$ cat src/rtl/xet_pkg.sv
package xet_pkg;

    localparam logic [2:0] RC_OK      = 3'd0;
    localparam logic [2:0] RC_CRC     = 3'd1;
    localparam logic [2:0] RC_TMO     = 3'd2;
    localparam logic [2:0] RC_BADPID  = 3'd3;
    localparam logic [2:0] RC_OVERRUN = 3'd4;
    localparam logic [2:0] RC_PROTO   = 3'd5;

    localparam logic [1:0] PK_OUT   = 2'd0;
    localparam logic [1:0] PK_IN    = 2'd1;
    localparam logic [1:0] PK_SETUP = 2'd2;

    localparam logic [1:0] HK_ACK   = 2'd0;
    localparam logic [1:0] HK_NAK   = 2'd1;
    localparam logic [1:0] HK_NYET  = 2'd2;
    localparam logic [1:0] HK_STALL = 2'd3;

    typedef enum logic [1:0] {
        EV_NONE,
        EV_SUCCESS,
        EV_COUNTED,
        EV_BABBLE
    } ev_e;

    typedef enum logic [1:0] {
        ST_ACTIVE,
        ST_HALT_ERR,
        ST_HALT_BABBLE
    } st_e;

endpackage

$ cat src/rtl/xet_classify.sv
module xet_classify
    import xet_pkg::*;
(
    input  logic       vld,
    input  logic [2:0] code,
    input  logic [1:0] pid,
    input  logic       hs_dev,
    input  logic [1:0] hsk,
    input  logic       csplit,
    output ev_e        ev
);

    logic setup_hs_bad;
    logic split_nak;
    logic reclass;

    // SETUP token to a high-speed device must never see NAK or NYET
    assign setup_hs_bad = (pid == PK_SETUP) && hs_dev &&
                          ((hsk == HK_NAK) || (hsk == HK_NYET));
    // low/full-speed complete-split answered with NAK
    assign split_nak    = !hs_dev && csplit && (hsk == HK_NAK);
    assign reclass      = setup_hs_bad || split_nak;

    always_comb begin
        ev = EV_NONE;
        if (vld) begin
            unique case (code)
                RC_CRC, RC_TMO, RC_BADPID, RC_PROTO: ev = EV_COUNTED;
                RC_OVERRUN:                          ev = EV_BABBLE;
                RC_OK:    ev = reclass ? EV_COUNTED : EV_SUCCESS;
                default:  ev = EV_SUCCESS;
            endcase
        end
    end

endmodule

$ cat src/rtl/xet_retry_cnt.sv
module xet_retry_cnt #(
    parameter int W = 2
) (
    input  logic         clk,
    input  logic         rst_n,
    input  logic         load,
    input  logic [W-1:0] load_val,
    input  logic         dec,
    output logic [W-1:0] cnt,
    output logic         expire
);

    localparam logic [W-1:0] ZERO = '0;
    localparam logic [W-1:0] ONE  = W'(1);

    assign expire = dec && (cnt == ONE);

    always_ff @(posedge clk or negedge rst_n) begin
        if (!rst_n) begin
            cnt <= ZERO;
        end else if (load) begin
            cnt <= load_val;
        end else if (dec && (cnt != ZERO)) begin
            cnt <= cnt - ONE;
        end
    end

    AST_DEC_BY_ONE: assert property (@(posedge clk) disable iff (!rst_n)
        (dec && !load && cnt != ZERO) |=> (cnt == $past(cnt) - ONE));

    AST_ZERO_STAYS: assert property (@(posedge clk) disable iff (!rst_n)
        (cnt == ZERO && !load) |=> (cnt == ZERO));

endmodule

$ cat src/rtl/xet_irq_sts.sv
module xet_irq_sts (
    input  logic clk,
    input  logic rst_n,
    input  logic set,
    input  logic wr,
    input  logic wdata,
    output logic sts
);

    always_ff @(posedge clk or negedge rst_n) begin
        if (!rst_n) begin
            sts <= 1'b0;
        end else if (set) begin
            sts <= 1'b1;
        end else if (wr && wdata) begin
            sts <= 1'b0;
        end
    end

    AST_SET_WINS: assert property (@(posedge clk) disable iff (!rst_n)
        set |=> sts);

    AST_W0_KEEPS: assert property (@(posedge clk) disable iff (!rst_n)
        (sts && wr && !wdata) |=> sts);

    AST_W1_CLEARS: assert property (@(posedge clk) disable iff (!rst_n)
        (!set && wr && wdata) |=> !sts);

endmodule

$ cat src/rtl/xet_ctrl.sv
module xet_ctrl
    import xet_pkg::*;
(
    input  logic clk,
    input  logic rst_n,
    input  ev_e  ev,
    input  logic clr_halt,
    input  logic expire,
    output logic cnt_dec,
    output logic irq_set,
    output logic halted,
    output logic xact_err,
    output logic babble
);

    st_e st, st_nx;
    logic active;

    assign active  = (st == ST_ACTIVE);
    assign halted  = !active;
    assign cnt_dec = active && !clr_halt && (ev == EV_COUNTED);
    assign irq_set = expire;

    // next-state logic
    always_comb begin
        st_nx = st;
        unique case (st)
            ST_ACTIVE: begin
                if (clr_halt)                 st_nx = ST_ACTIVE;
                else if (ev == EV_BABBLE)     st_nx = ST_HALT_BABBLE;
                else if (expire)              st_nx = ST_HALT_ERR;
            end
            ST_HALT_ERR, ST_HALT_BABBLE: begin
                if (clr_halt)                 st_nx = ST_ACTIVE;
            end
            default:                          st_nx = ST_ACTIVE;
        endcase
    end

    // state register
    always_ff @(posedge clk or negedge rst_n) begin
        if (!rst_n) st <= ST_ACTIVE;
        else        st <= st_nx;
    end

    // flag outputs
    always_ff @(posedge clk or negedge rst_n) begin
        if (!rst_n) begin
            xact_err <= 1'b0;
            babble   <= 1'b0;
        end else if (clr_halt) begin
            xact_err <= 1'b0;
            babble   <= 1'b0;
        end else if (active) begin
            if (ev == EV_COUNTED) xact_err <= 1'b1;
            if (ev == EV_BABBLE)  babble   <= 1'b1;
        end
    end

    AST_BABBLE_HALTS: assert property (@(posedge clk) disable iff (!rst_n)
        (active && ev == EV_BABBLE && !clr_halt) |=> (st == ST_HALT_BABBLE && babble));

    AST_HALT_FROZEN: assert property (@(posedge clk) disable iff (!rst_n)
        (halted && !clr_halt) |=> ($stable(xact_err) && $stable(babble) && halted));

    AST_CLR_RESUMES: assert property (@(posedge clk) disable iff (!rst_n)
        clr_halt |=> (!halted && !xact_err && !babble));

endmodule

$ cat src/rtl/xact_err_tracker.sv
module xact_err_tracker
    import xet_pkg::*;
#(
    parameter int CNT_W = 2
) (
    input  logic             clk,
    input  logic             rst_n,
    input  logic             res_vld,
    input  logic [2:0]       res_code,
    input  logic [1:0]       pid_kind,
    input  logic             hs_dev,
    input  logic [1:0]       hshake,
    input  logic             csplit,
    input  logic             clr_halt,
    input  logic [CNT_W-1:0] cnt_init,
    input  logic             sts_wr,
    input  logic             sts_wdata,
    output logic [CNT_W-1:0] err_cnt,
    output logic             xact_err,
    output logic             babble,
    output logic             halted,
    output logic             err_irq
);

    localparam logic [CNT_W-1:0] CNT_ONE = CNT_W'(1);

    ev_e  ev;
    logic cnt_dec;
    logic expire;
    logic irq_set;

    xet_classify u_cls (
        .vld    (res_vld),
        .code   (res_code),
        .pid    (pid_kind),
        .hs_dev (hs_dev),
        .hsk    (hshake),
        .csplit (csplit),
        .ev     (ev)
    );

    xet_ctrl u_ctrl (
        .clk      (clk),
        .rst_n    (rst_n),
        .ev       (ev),
        .clr_halt (clr_halt),
        .expire   (expire),
        .cnt_dec  (cnt_dec),
        .irq_set  (irq_set),
        .halted   (halted),
        .xact_err (xact_err),
        .babble   (babble)
    );

    xet_retry_cnt #(.W(CNT_W)) u_cnt (
        .clk      (clk),
        .rst_n    (rst_n),
        .load     (clr_halt),
        .load_val (cnt_init),
        .dec      (cnt_dec),
        .cnt      (err_cnt),
        .expire   (expire)
    );

    xet_irq_sts u_sts (
        .clk   (clk),
        .rst_n (rst_n),
        .set   (irq_set),
        .wr    (sts_wr),
        .wdata (sts_wdata),
        .sts   (err_irq)
    );

    AST_IRQ_ON_LAST: assert property (@(posedge clk) disable iff (!rst_n)
        $rose(err_irq) |-> ($past(err_cnt) == CNT_ONE && err_cnt == '0 && halted));

endmodule

$ cat config.mk
export PLATFORM = sky130hd
export DESIGN_NAME = xact_err_tracker
export DESIGN_NICKNAME = d
export VERILOG_FILES = /design/src/rtl/xet_pkg.sv /design/src/rtl/xet_classify.sv /design/src/rtl/xet_retry_cnt.sv /design/src/rtl/xet_irq_sts.sv /design/src/rtl/xet_ctrl.sv /design/src/rtl/xact_err_tracker.sv
export SDC_FILE = /design/constraint.sdc
export NUM_CORES = 1
export LEC_CHECK = 0
export ABC_AREA = 0
export BUFFER_PORTS_ARGS = -buffer_cell sky130_fd_sc_hd__buf_4
export CAP_MARGIN = 20
export CELL_PAD_IN_SITES_DETAIL_PLACEMENT = 1
export CELL_PAD_IN_SITES_GLOBAL_PLACEMENT = 1
export CORE_MARGIN = 2
export CORE_UTILIZATION = 35
export DETAILED_ROUTE_END_ITERATION = 6
export GPL_TIMING_DRIVEN = 0
export PLACE_DENSITY = 0.85
export SLEW_MARGIN = 20
export SYNTH_ARGS = -nofsm -noshare
export SYNTH_HDL_FRONTEND = slang
export SYNTH_HIERARCHICAL = 1
export SYNTH_SLANG_ARGS = --single-unit
$ cat constraint.sdc
create_clock -name clk -period 2.8 [get_ports clk]
set_input_delay 0.56 -clock clk [delete_from_list [all_inputs] [get_ports clk]]
set_output_delay 0.56 -clock clk [all_outputs]
set_load 0.03 [all_outputs]
Yosys cells after proc, flatten, opt, wreduce, memory -nomap -nowiden
Index checks and enable logic that the tools add are counted.
W data, S select, Z words.
{"block": "word_totals", "register_bits": 7, "inputBits": 17, "out_inout_bits": 6}
{"block": "classes", "n_addsub": 1, "eq_ne": 15, "muxes": 18, "n_reduce_logical": 27}
{"cell": "$mux W2", "n": 8}
{"cell": "$reduce_bool A2 Y1", "n": 6}
{"cell": "$eq A2 B2 Y1 const B", "n": 5}
{"cell": "$logic_and A1 B1 Y1", "n": 9}
{"cell": "$mux W1", "n": 8}
{"cell": "$eq A2 B1 Y1 const B", "n": 3}
{"cell": "$eq A3 B2 Y1 const B", "n": 2}
{"cell": "$eq A3 B3 Y1 const B", "n": 2}
{"cell": "$pmux W2 S3", "n": 1}
{"cell": "$reduce_and A2 Y1", "n": 3}
{"cell": "$ne A4 B4 Y1 const B", "n": 1}
{"cell": "$pmux W2 S2", "n": 1}
{"cell": "$reduce_or A4 Y1", "n": 1}
{"cell": "$eq A3 B1 Y1 const B", "n": 1}
{"cell": "$logic_not A1 Y1", "n": 3}
{"cell": "$logic_not A3 Y1", "n": 1}
{"cell": "$logic_not A2 Y1", "n": 1}
{"cell": "$logic_or A1 B1 Y1", "n": 2}
{"cell": "$ne A2 B2 Y1 const B", "n": 1}
{"cell": "$reduce_or A2 Y1", "n": 1}
{"cell": "$sub A2 B1 Y2 const B", "n": 1}

Depth between registers and ports, before layout
{"block": "depth", "ltp_word": 14, "mapped_depth": 10}

By module
The synthesis kept the hierarchy.
{"mod": "xet_ctrl", "n_inst": 1, "cells_each": 25, "area_each_um2": 250.2, "seq_area_each_um2": 100.1}
{"mod": "xet_retry_cnt", "n_inst": 1, "cells_each": 14, "area_each_um2": 148.9, "seq_area_each_um2": 50.0}
{"mod": "xet_classify", "n_inst": 1, "cells_each": 11, "area_each_um2": 86.3, "seq_area_each_um2": 0.0}
{"mod": "xet_irq_sts", "n_inst": 1, "cells_each": 3, "area_each_um2": 36.3, "seq_area_each_um2": 25.0}

Least setup slack after synthesis
OpenSTA, ideal clock, no wires.
{"block": "synth_path", "path_kind": "input to register", "start": "input port hshake[1]", "end": "register u_ctrl.st[0]", "arrival_ns": 2.450, "t_required_ns": 2.721, "path_slack_ns": 0.271, "stages": 10, "cell_sequence": "inv_1 -> ha_1 -> and4bb_1 -> nor3b_2 -> o221a_1 -> nor4b_1 -> and2_1 -> inv_1 -> a31oi_4 -> mux2i_1"}
{"block": "synth_via", "elab_chain_cells": 12, "elab_cells_between_ends": 18}
{"item": "start: declaration", "line_no": "xact_err_tracker.sv:12", "text": "input logic [1:0] hshake,"}
{"item": "$eq A2 B1 Y1 or $eq A2 B2 Y1 (tied branches)", "line_no": "xet_classify.sv:19, xet_classify.sv:21"}
{"item": "$logic_or A1 B1 Y1", "line_no": "xet_classify.sv:19", "text": "((hsk == HK_NAK) || (hsk == HK_NYET));"}
{"item": "$logic_and A1 B1 Y1", "line_no": "xet_classify.sv:18", "text": "assign setup_hs_bad = (pid == PK_SETUP) && hs_dev &&"}
{"item": "$logic_or A1 B1 Y1 (*)", "line_no": "xet_classify.sv:22", "text": "assign reclass = setup_hs_bad || split_nak;"}
{"item": "$mux W2 (*)", "line_no": "xet_classify.sv:30", "text": "RC_OK: ev = reclass ? EV_COUNTED : EV_SUCCESS;"}
{"item": "$pmux W2 S3 (*)", "line_no": "xet_classify.sv:27", "text": "unique case (code)"}
{"item": "$mux W2 (*)", "line_no": "xet_classify.sv:26", "text": "if (vld) begin"}
{"item": "via ev[0]", "line_no": "xact_err_tracker.sv:27", "text": "ev_e ev;"}
{"item": "$eq A2 B2 Y1 (*)", "line_no": "xet_ctrl.sv:21", "text": "assign cnt_dec = active && !clr_halt && (ev == EV_COUNTED);"}
{"item": "$logic_and A1 B1 Y1 (*)", "line_no": "xet_ctrl.sv:21"}
{"item": "via cnt_dec", "line_no": "xact_err_tracker.sv:28", "text": "logic cnt_dec;"}
{"item": "$logic_and A1 B1 Y1 (*)", "line_no": "xet_retry_cnt.sv:16", "text": "assign expire = dec && (cnt == ONE);"}
{"item": "via expire", "line_no": "xact_err_tracker.sv:29", "text": "logic expire;"}
{"item": "$ne A4 B4 Y1 (no line) (*)"}
{"item": "$reduce_and A2 Y1 (no line) (*)"}
{"item": "end signal: assignment", "line_no": "xet_ctrl.sv:43", "text": "else st <= st_nx;"}
{"item": "end: declaration", "line_no": "xet_ctrl.sv:16", "text": "st_e st, st_nx;"}
Mark *: on every way through the listed nets, which the timed path passes. The rest lies on a longest branch.
A chain may end at the register's enable or synchronous reset.

Worst setup path in the final report
{"block": "layout_path", "start": "input port hshake[0]", "end": "register u_ctrl.st[0]"}
Same word-level chain as after synthesis.

==> impl_metrics.ini <==
[setup_path]
setup.worst_path.class = input port to flip-flop
slowest_stage = nor4b_1
path_buf_inv = 2
cp-start-kind = input port
crit_required_ps = 2980
crit_family = simple AND/OR/NAND/NOR gates
path_max_fanout = 4
crit_chain = buf_4 > ha_1 > and4bb_1 > nor3b_2 > o221a_1 > nor4b_1 > and2_1 > inv_1 > a31oi_4 > mux2i_1
worstSetupEndpointType = flip-flop
arrival_ps = 2850
critPathMaxStageDelay_ps = 560

[clocking]
path_clk_slew_ps = 60
root_buffer = clkbuf_4
htree_levels = 1
clock-sinks = 7
clk_latency_ps = 260
cts_setup_buffers = 0
cts_tree = done
clk_path_buf_depth = 2
numCtsBuffers = 3
cts_hold_buf = 0
cts_resized = 0

[pwr]
p_per_area_nw_per_um2 = 591
power_w = 0.000433
power.leakage_nw = 0.368
vdd_drop_max_uv = 246

[routing]
ant_nets = 0
vias_per_cell = 5.16
totalWireLength_um = 1370
post_drt_wl_per_cell_um = 14.6
first_iter_violations = 10
first_pass_iters = 3
vias = 485
drc = 0

[finish]
syn_to_final_growth_pct = 40.3
num-fill-cells = 164
final_cells = 94
antennaDiodeCount = 0
multi_input_area_um2 = 302
drive_gt1_share_pct = 38.0
seqCellArea_um2 = 175
num-nets-final = 102

[synthesis]
ys_types = 26
muxShareOfSynthArea_pct = 1.92
synth_xor_area_share_pct = 0
synth_area_um2 = 522
synth_compound_area_share_pct = 15.3
syn-num-nets = 75
synth_simple_gate_area_share_pct = 28.5
synth_cells = 53
ys_seq_elements = 7
synth_adder_area_share_pct = 12.0
synth_top_family_by_area = simple AND/OR/NAND/NOR gates
syn_area_per_cell_um2 = 9.84
yosysSeqAreaShare_pct = 33.6
yosysWarnings = 6

[timing]
rsz0062_at_grt = no
finalHoldViolations = 0
min_period_ps = 2670
fin_crit_sh_pct = 95.3
skew_ps = 0.810
worst_slew_pin_slew_ps = 559
finalMaxSlewViolations = 0
slew_headroom_pct = 62.2
fmax_ghz = 0.375
setup_viol = 0

[outcome]
status = complete, no violations

[die]
core_area_um2 = 1350
die_area_um2 = 1820
fp-row-count = 13
die_x_um = 42.6
initial_core_util_pct = 38.6
die_h_um = 42.6
io_pins = 23

[global_route]
grt_pass1_wl_um = 2250
grt_pass1_vias = 543
antenna_found_initial = 0
grt_max_degree = 14
grt_usage_pct = 17.0
overflow = 0

[placed_design]
numPortBuffers = 22
dp_hpwl_um = 1140
dp_cells = 90
gp_congestion = 0.730

[hold_path]
min_path_type = input port to async pin

[flow_run]
maxCapViolCount = 0
## area by class of cell
type,count,share of cell area [%]
Clock buffer,4,3.59
Inverter,10,5.13
Sequential cell,7,23.9
Multi-Input combinational cell,35,41.2
Timing Repair Buffer,22,22.6
Buffer,1,1.03
Tap cell,15,2.56
## stage by stage
| stage | utilization, % | setup TNS, ps | hold slack, ps | instance area [µm²] | setup WS, ps |
|---|---|---|---|---|---|
| floorplan | - | 0 | 264 | 522 | 271 |
| global placement | 52.3 | -20.3 | 379 | 706 | -20.3 |
| detailed placement | 52.3 | -228 | 381 | 706 | -118 |
| CTS | 54.2 | 0 | 102 | 732 | 129 |
| global route | 54.2 | 0 | 101 | 732 | 28.2 |
| finish | 54.2 | 0 | 106 | 732 | 131 |
## layout by cell type (no fill, tap or decap), types with 2 or more instances in the layout
cell type / Yosys / final
buf_4: 1 / 23
inv_1: 10 / 10
dfrtp_1: 7 / 7
ha_1: 5 / 5
clkbuf_4: 0 / 3
nand3b_1: 3 / 3
nand2b_1: 3 / 3
nor4b_1: 3 / 3
nand2_1: 2 / 2
a221o_1: 2 / 2
## cells by family (layout without fill, tap and decap cells)
kind of cell,Yosys count,count (layout)
AOI/OAI and AO/OA,8,8
adders and majority gates,5,5
buffers and inverters,11,37
DFF,7,7
muxes,1,1
and+or+nand+nor,21,21
## cells in the mapped netlist, drive strengths merged
master	instances	area share [%]
o221a	1	2.2
nand2b	3	3.6
and2b	1	1.9
a221o	2	3.8
nor2b	1	1.2
mux2i	1	1.9
nand3b	3	4.3
nor4b	3	5.0
nor2	1	0.72
ha	5	12
and4bb	1	2.4
nor3	1	0.96
a21o	1	1.4
o32ai	1	1.7
nor3b	1	2.4
dfrtp	7	34
nand2	3	2.6
inv	10	7.2
nand3	1	0.96
and3	1	1.2
a31oi	2	5.3
and2	1	1.2
buf	1	1.4
a21oi	1	0.96
## layer usage
metal	vias up	wire [µm]	track usage, %
met5	-	0	0
met4	0	37	8.75
met3	4	51	7.33
met2	15	770	31.4
met1	230	510	15.6
li1	236	-	-
## path summary, 6_finish.rpt
path	start	endpoint	slack (ps)	depth (start not counted)
worst min-delay path	rst_n	u_ctrl/xact_err$_DFFE_PN0P_	110	1
worst max-delay path	hshake[0]	u_ctrl/st[0]$_DFFE_PN0P_	130	10
min in group clk	u_sts/sts$_DFFE_PN0P_	u_sts/sts$_DFFE_PN0P_	480	1
worst min register to register	u_sts/sts$_DFFE_PN0P_	u_sts/sts$_DFFE_PN0P_	480	1
max in group asynchronous	rst_n	u_ctrl/st[1]$_DFFE_PN0P_	2570	1
worst max register to register	u_ctrl/st[1]$_DFFE_PN0P_	u_ctrl/st[0]$_DFFE_PN0P_	780	8
## worst reg2reg max path, cell delays in order (launching register included)
cell	delay (ps)
dfrtp_1	380
inv_1	80
ha_1	230
inv_1	80
nor4b_1	490
and2_1	230
inv_1	70
a31oi_4	180
mux2i_1	200
## power breakdown
| part | switching [W] | total [W] | internal, W |
|---|---|---|---|
| Combinational | 0.000115 | 0.000207 | 0.0000928 |
| Clock | 0.0000423 | 0.0000970 | 0.0000547 |
| Sequential | 0.0000101 | 0.000128 | 0.000118 |
## state kept, by name, indices dropped and copies added, names as in the netlist
register,flops
u_cnt/cnt,2
u_ctrl/babble,1
u_sts/sts,1
u_ctrl/st,2
u_ctrl/xact_err,1
Note: power is estimated with default switching activity, not from simulation.
